**src/rtl/dta_pkg.sv**
```systemverilog
package dta_pkg;
  // Strobes from control to statistics datapath
  typedef struct packed {
    logic popRd;
    logic popWr;
    logic switchDir;
  } dta_strobe_t;
endpackage

```
**src/rtl/dta_ctrl.sv**
```systemverilog
module dta_ctrl
  import dta_pkg::*;
#(
  parameter int RD_OW         = 6,
  parameter int WR_OW         = 7,
  parameter int HI_MARK       = 54,
  parameter int LO_MARK       = 32,
  parameter int MIN_WR_BURSTS = 16,
  parameter int CNT_W         = 16
) (
  input  logic             clk,
  input  logic             rstN,
  input  logic [RD_OW-1:0] rdOcc,
  input  logic [WR_OW-1:0] wrOcc,
  input  logic             cmdReady,
  input  logic [CNT_W-1:0] wrBurstsNow,
  output logic             isWrite,
  output dta_strobe_t      strobe
);
  localparam logic [WR_OW-1:0] HI_V  = WR_OW'(HI_MARK);
  localparam logic [WR_OW-1:0] LO_V  = WR_OW'(LO_MARK);
  localparam logic [CNT_W-1:0] MIN_V = CNT_W'(MIN_WR_BURSTS);

  logic rdPending, wrPending, nextWrite;

  assign rdPending = (rdOcc != '0);
  assign wrPending = (wrOcc != '0);

  always_comb begin
    if (!isWrite) begin
      nextWrite = (wrOcc >= HI_V) || (!rdPending && wrPending);
    end else if (!wrPending) begin
      nextWrite = 1'b0;
    end else begin
      nextWrite = !(rdPending && (wrOcc <= LO_V) && (wrBurstsNow >= MIN_V));
    end
  end

  always_ff @(posedge clk or negedge rstN) begin
    if (!rstN) isWrite <= 1'b0;
    else       isWrite <= nextWrite;
  end

  assign strobe.popRd     = !isWrite && rdPending && cmdReady;
  assign strobe.popWr     = isWrite && wrPending && cmdReady;
  assign strobe.switchDir = (nextWrite != isWrite);

  // a pop needs a non-empty queue, readiness and the matching direction
  p_pop_qualified_r2: assert property (@(posedge clk) disable iff (!rstN)
    (strobe.popRd |-> (rdPending && cmdReady && !isWrite)) and
    (strobe.popWr |-> (wrPending && cmdReady && isWrite)));

  // with no reads waiting, pending writes start draining
  p_opportunistic_r3: assert property (@(posedge clk) disable iff (!rstN)
    (!isWrite && !rdPending && wrPending) |=> isWrite);

  // the high watermark forces write direction
  p_high_mark_r4: assert property (@(posedge clk) disable iff (!rstN)
    (!isWrite && (wrOcc >= HI_V)) |=> isWrite);

  // draining continues above the low watermark
  p_hold_above_lo_r5: assert property (@(posedge clk) disable iff (!rstN)
    (isWrite && (wrOcc > LO_V)) |=> isWrite);

  // an empty write queue ends write direction
  p_empty_exit_r7: assert property (@(posedge clk) disable iff (!rstN)
    (isWrite && !wrPending) |=> !isWrite);
endmodule

```
**src/rtl/dta_stats.sv**
```systemverilog
module dta_stats
  import dta_pkg::*;
#(
  parameter int CNT_W = 16
) (
  input  logic             clk,
  input  logic             rstN,
  input  dta_strobe_t      strobe,
  output logic [CNT_W-1:0] rdBursts,
  output logic [CNT_W-1:0] wrBursts,
  output logic [CNT_W-1:0] lastRdBursts,
  output logic [CNT_W-1:0] lastWrBursts,
  output logic [CNT_W-1:0] turnCount
);
  logic [CNT_W-1:0] rdSum, wrSum;

  assign rdSum = rdBursts + CNT_W'(strobe.popRd);
  assign wrSum = wrBursts + CNT_W'(strobe.popWr);

  always_ff @(posedge clk or negedge rstN) begin
    if (!rstN) begin
      rdBursts     <= '0;
      wrBursts     <= '0;
      lastRdBursts <= '0;
      lastWrBursts <= '0;
      turnCount    <= '0;
    end else if (strobe.switchDir) begin
      lastRdBursts <= rdSum;
      lastWrBursts <= wrSum;
      rdBursts     <= '0;
      wrBursts     <= '0;
      turnCount    <= turnCount + 1'b1;
    end else begin
      rdBursts <= rdSum;
      wrBursts <= wrSum;
    end
  end

  // per-period counters restart after a direction change
  p_restart_r8: assert property (@(posedge clk) disable iff (!rstN)
    strobe.switchDir |=> (rdBursts == '0 && wrBursts == '0));

  // each change advances the turnaround count by one
  p_turn_step_r9: assert property (@(posedge clk) disable iff (!rstN)
    strobe.switchDir |=> (turnCount == $past(turnCount) + 1'b1));
endmodule

```
**src/rtl/dram_turnaround_arb.sv**
```systemverilog
module dram_turnaround_arb
  import dta_pkg::*;
#(
  parameter int RD_DEPTH      = 32,
  parameter int WR_DEPTH      = 64,
  parameter int HI_MARK       = 54,
  parameter int LO_MARK       = 32,
  parameter int MIN_WR_BURSTS = 16,
  parameter int CNT_W         = 16,
  localparam int RD_OW        = $clog2(RD_DEPTH + 1),
  localparam int WR_OW        = $clog2(WR_DEPTH + 1)
) (
  input  logic             clk,
  input  logic             rstN,
  input  logic [RD_OW-1:0] rdOcc,
  input  logic [WR_OW-1:0] wrOcc,
  input  logic             cmdReady,
  output logic             wrMode,
  output logic             rdPop,
  output logic             wrPop,
  output logic [CNT_W-1:0] rdBursts,
  output logic [CNT_W-1:0] wrBursts,
  output logic [CNT_W-1:0] lastRdBursts,
  output logic [CNT_W-1:0] lastWrBursts,
  output logic [CNT_W-1:0] turnCount
);
  // watermark ordering
  generate
    if (!(LO_MARK < HI_MARK && HI_MARK <= WR_DEPTH)) begin : g_bad_marks
      $error("watermarks must satisfy LO_MARK < HI_MARK <= WR_DEPTH");
    end
  endgenerate

  dta_strobe_t strobe;

  dta_ctrl #(
    .RD_OW(RD_OW), .WR_OW(WR_OW), .HI_MARK(HI_MARK), .LO_MARK(LO_MARK),
    .MIN_WR_BURSTS(MIN_WR_BURSTS), .CNT_W(CNT_W)
  ) u_ctrl (
    .clk(clk), .rstN(rstN), .rdOcc(rdOcc), .wrOcc(wrOcc),
    .cmdReady(cmdReady), .wrBurstsNow(wrBursts),
    .isWrite(wrMode), .strobe(strobe)
  );

  dta_stats #(.CNT_W(CNT_W)) u_stats (
    .clk(clk), .rstN(rstN), .strobe(strobe),
    .rdBursts(rdBursts), .wrBursts(wrBursts),
    .lastRdBursts(lastRdBursts), .lastWrBursts(lastWrBursts),
    .turnCount(turnCount)
  );

  assign rdPop = strobe.popRd;
  assign wrPop = strobe.popWr;
endmodule

```
**config.mk**
```make
export PLATFORM = sky130hd
export DESIGN_NAME = dram_turnaround_arb
export DESIGN_NICKNAME = d
export VERILOG_FILES = /design/src/rtl/dta_pkg.sv /design/src/rtl/dta_ctrl.sv /design/src/rtl/dta_stats.sv /design/src/rtl/dram_turnaround_arb.sv
export SDC_FILE = /design/constraint.sdc
export NUM_CORES = 1
export LEC_CHECK = 0
export ABC_CLOCK_PERIOD_IN_PS = 6200
export BUFFER_PORTS_ARGS = -buffer_cell sky130_fd_sc_hd__buf_2
export CAP_MARGIN = 20
export CELL_PAD_IN_SITES_DETAIL_PLACEMENT = 1
export CELL_PAD_IN_SITES_GLOBAL_PLACEMENT = 1
export CORE_ASPECT_RATIO = 1.5
export CORE_MARGIN = 2
export CORE_UTILIZATION = 30
export DETAILED_ROUTE_END_ITERATION = 8
export PLACE_DENSITY_LB_ADDON = 0.1
export SETUP_SLACK_MARGIN = 0.3
export SYNTH_ARGS = -nofsm -noshare
export SYNTH_HDL_FRONTEND = slang
export SYNTH_SLANG_ARGS = --single-unit
```
**constraint.sdc**
```tcl
create_clock -name clk -period 6.2 [get_ports clk]
set_clock_uncertainty 0.1 [all_clocks]
set_input_delay 1.55 -clock clk [delete_from_list [all_inputs] [get_ports clk]]
set_output_delay 1.55 -clock clk [all_outputs]
set_load 0.05 [all_outputs]
```
==> results.json <==
{
  "setup_violations": 0,
  "drtIter0Drc": 54,
  "wl_um": 8280,
  "cts_tree": "yes",
  "fin_crit_ns": 4.45,
  "io_pins": 99,
  "gr-total-overflow": 0,
  "cap_violations": 0,
  "p_per_area_mw_per_mm2": 554,
  "layout.nets": 447,
  "max_freq_ghz": 0.224,
  "synth-seq-area-share_pct": 58.2,
  "clk_pin_slew_worst_paths_ns": 0.06,
  "max-vdd-ir-drop_v": 0.000199,
  "synth_area_mm2": 0.00348,
  "ctsRootBufferMaster": "clkbuf_16",
  "grt_pass1_wl_um": 13500,
  "cts_buffers": 9,
  "cts_setup_buffers": 0,
  "required_ns": 4.55,
  "dr.pass1.iters": 4,
  "diodes": 0,
  "drcViolationCount": 0,
  "initial_core_util_pct": 30.5,
  "portBuffers": 98,
  "hold-worst-slack_ns": 0.364,
  "clk_latency_ns": 0.33,
  "leakage_uw": 0.00222,
  "die_area_mm2": 0.0125,
  "status": "finished, final reports clean",
  "routedWlPerCell_um": 14.3,
  "syn_to_final_growth_pct": 28.4,
  "antenna_left": 0,
  "coreArea_mm2": 0.0114,
  "relSlewSlack_pct": 51.6,
  "ctsHoldBuffers": 0,
  "avgViaCountPerCell": 4.66,
  "synth_top_cell_by_area": "dfrtp_1",
  "synth_area_per_cell_um2": 10.7,
  "dp_cells": 564,
  "dpl.hpwl_um": 5850,
  "synth_seq_cells": 81,
  "worstPathArrival_ns": 2.80,
  "hp-class": "flip-flop to flip-flop",
  "tightest_slew_ns": 0.727,
  "utilization_pct": 39.2,
  "yosys_warnings": 0,
  "die_width_um": 92.0,
  "fin_crit_sh_pct": 71.8,
  "fillCellCount": 1344,
  "fin_setup_tns_ns": 0,
  "die_h_um": 136,
  "p_total_uw": 2480,
  "cp_max_fo": 6,
  "final_cells": 580,
  "syn_inst": 325,
  "crit_path_end_kind": "output pin",
  "vias": 2702,
  "synth_top_cell_area_share_pct": 58.2,
  "critical_path_class": "primary input to output pin",
  "cts_sinks": 81,
  "rsz0062_at_grt": "no",
  "rows": 48,
  "slew_violations": 0,
  "yosys-top-cells-area": "dfrtp_1 (58%), nor2_1 (7.1%), xnor2_1 (6.3%)",
  "yosysUniqueCellTypes": 28,
  "antenna_found_initial": 0,
  "grt_pass1_vias": 2785,
  "grt_max_degree": 109,
  "h-tree-depth": 3,
  "track_usage_pct": 13.9,
  "cp-start-kind": "primary input",
  "synth_nets": 347,
  "post_cts_resize_count": 0,
  "drive_above_1_share_pct": 28.1,
  "hold_viol_final": 0,
  "clock_tree.buffer_depth": 2,
  "finalWeightedCongestion": 0.703
}
## cell families (layout without fill, tap and decap cells)
group / Yosys count / in the layout / share of synthesized area (%)
xor+xnor: 43 / 43 / 10.8
simple gates: 142 / 142 / 19.3
compound gates: 36 / 36 / 6.14
buf+inv: 12 / 117 / 1.76
flops: 81 / 81 / 58.2
mux: 5 / 5 / 1.62
fa+ha+maj: 6 / 6 / 2.16
## power by group
group          total [µW]  internal (µW)  switching (µW)  leakage, µW
clock                 605            394             211     0.000164
combinational        1090            263             823      0.00101
sequential            787            684             103      0.00105
## cell usage in the layout (no fill, tap or decap)
master / n
nand3_1: 16
a311oi_4: 1
and4_1: 2
dfrtp_1: 81
clkinv_4: 1
o21bai_1: 1
buf_2: 97
clkinv_2: 1
buf_4: 2
nor2b_1: 5
nand2_1: 18
clkbuf_1: 2
o21ai_0: 1
ha_1: 6
nor3b_1: 1
nand4_1: 9
xnor2_1: 25
a21oi_1: 29
a211oi_1: 2
and3_1: 16
nor3_4: 1
o22ai_1: 1
inv_1: 1
clkbuf_16: 9
nor4_1: 3
bufinv_16: 3
buf_12: 1
nand2b_1: 1
mux2_2: 5
nor2_1: 66
or4_1: 1
nor3_1: 3
xor2_1: 18
a211o_1: 1
## cell type report
cell class              instances  area (µm²)  area share (%)
clock buffers                  11         233            5.21
clock inverters                 5         104            2.32
inverters                       1        3.75          0.0840
multi-input cells             232        1390            31.2
flip-flops and latches         81        2030            45.4
well taps                     150         188            4.20
repair buffers                100         520            11.6
## flip-flops by register name, indices dropped and copies added (netlist names)
| name | count |
|---|---|
| u_stats.lastWrBursts | 16 |
| u_ctrl.isWrite | 1 |
| u_stats.turnCount | 16 |
| u_stats.lastRdBursts | 16 |
| u_stats.wrBursts | 16 |
| u_stats.rdBursts | 16 |
## layer usage
layer	vias to the layer above	wire [µm]	global-route usage (%)
met4	0	146	6.72
met3	10	436	4.10
li1	1294	-	-
met1	1335	3450	15.8
met2	63	4250	23.8
met5	-	0	0
## synthesized netlist by cell type, drive strengths merged
| master | instances |
|---|---|
| and3 | 16 |
| or4 | 1 |
| dfrtp | 81 |
| a211o | 1 |
| a311oi | 1 |
| and4 | 2 |
| ha | 6 |
| nand2 | 18 |
| xnor2 | 25 |
| inv | 1 |
| o21bai | 1 |
| nor3b | 1 |
| nand4 | 9 |
| buf | 11 |
| nor2b | 5 |
| o22ai | 1 |
| mux2 | 5 |
| a21oi | 29 |
| nor3 | 4 |
| nand2b | 1 |
| nand3 | 16 |
| nor4 | 3 |
| a211oi | 2 |
| nor2 | 66 |
| o21ai | 1 |
| xor2 | 18 |
## critical path, cell delays in order
cell and delay (ns):
buf_2 0.10, or4_1 0.56, nor3_4 0.23, nor3b_1 0.13
buf_2 0.23
## final timing paths
path / from / to / slack (ns) / depth (start not counted)
worst max-delay path: rdOcc[1] / rdPop / 1.75 / 5
worst min-delay path: u_stats.turnCount[15] / u_stats.turnCount[15] / 0.36 / 1
worst max register to register: u_ctrl.isWrite / u_stats.lastWrBursts[15] / 3.77 / 7
worst min register to register: u_stats.turnCount[15] / u_stats.turnCount[15] / 0.36 / 1
max in group asynchronous: rstN / u_stats.lastWrBursts[11] / 3.92 / 2
min in group asynchronous: rstN / u_stats.lastRdBursts[9] / 1.02 / 1
## stage by stage
stage | cell area, µm² | setup WS, ns
floorplan | 3480 | 1.53
global placement | 4130 | 1.75
detailed placement | 4130 | 1.74
CTS | 4470 | 1.73
global route | 4470 | 1.68
finish | 4470 | 1.75
(Power assumes the default switching activity.)
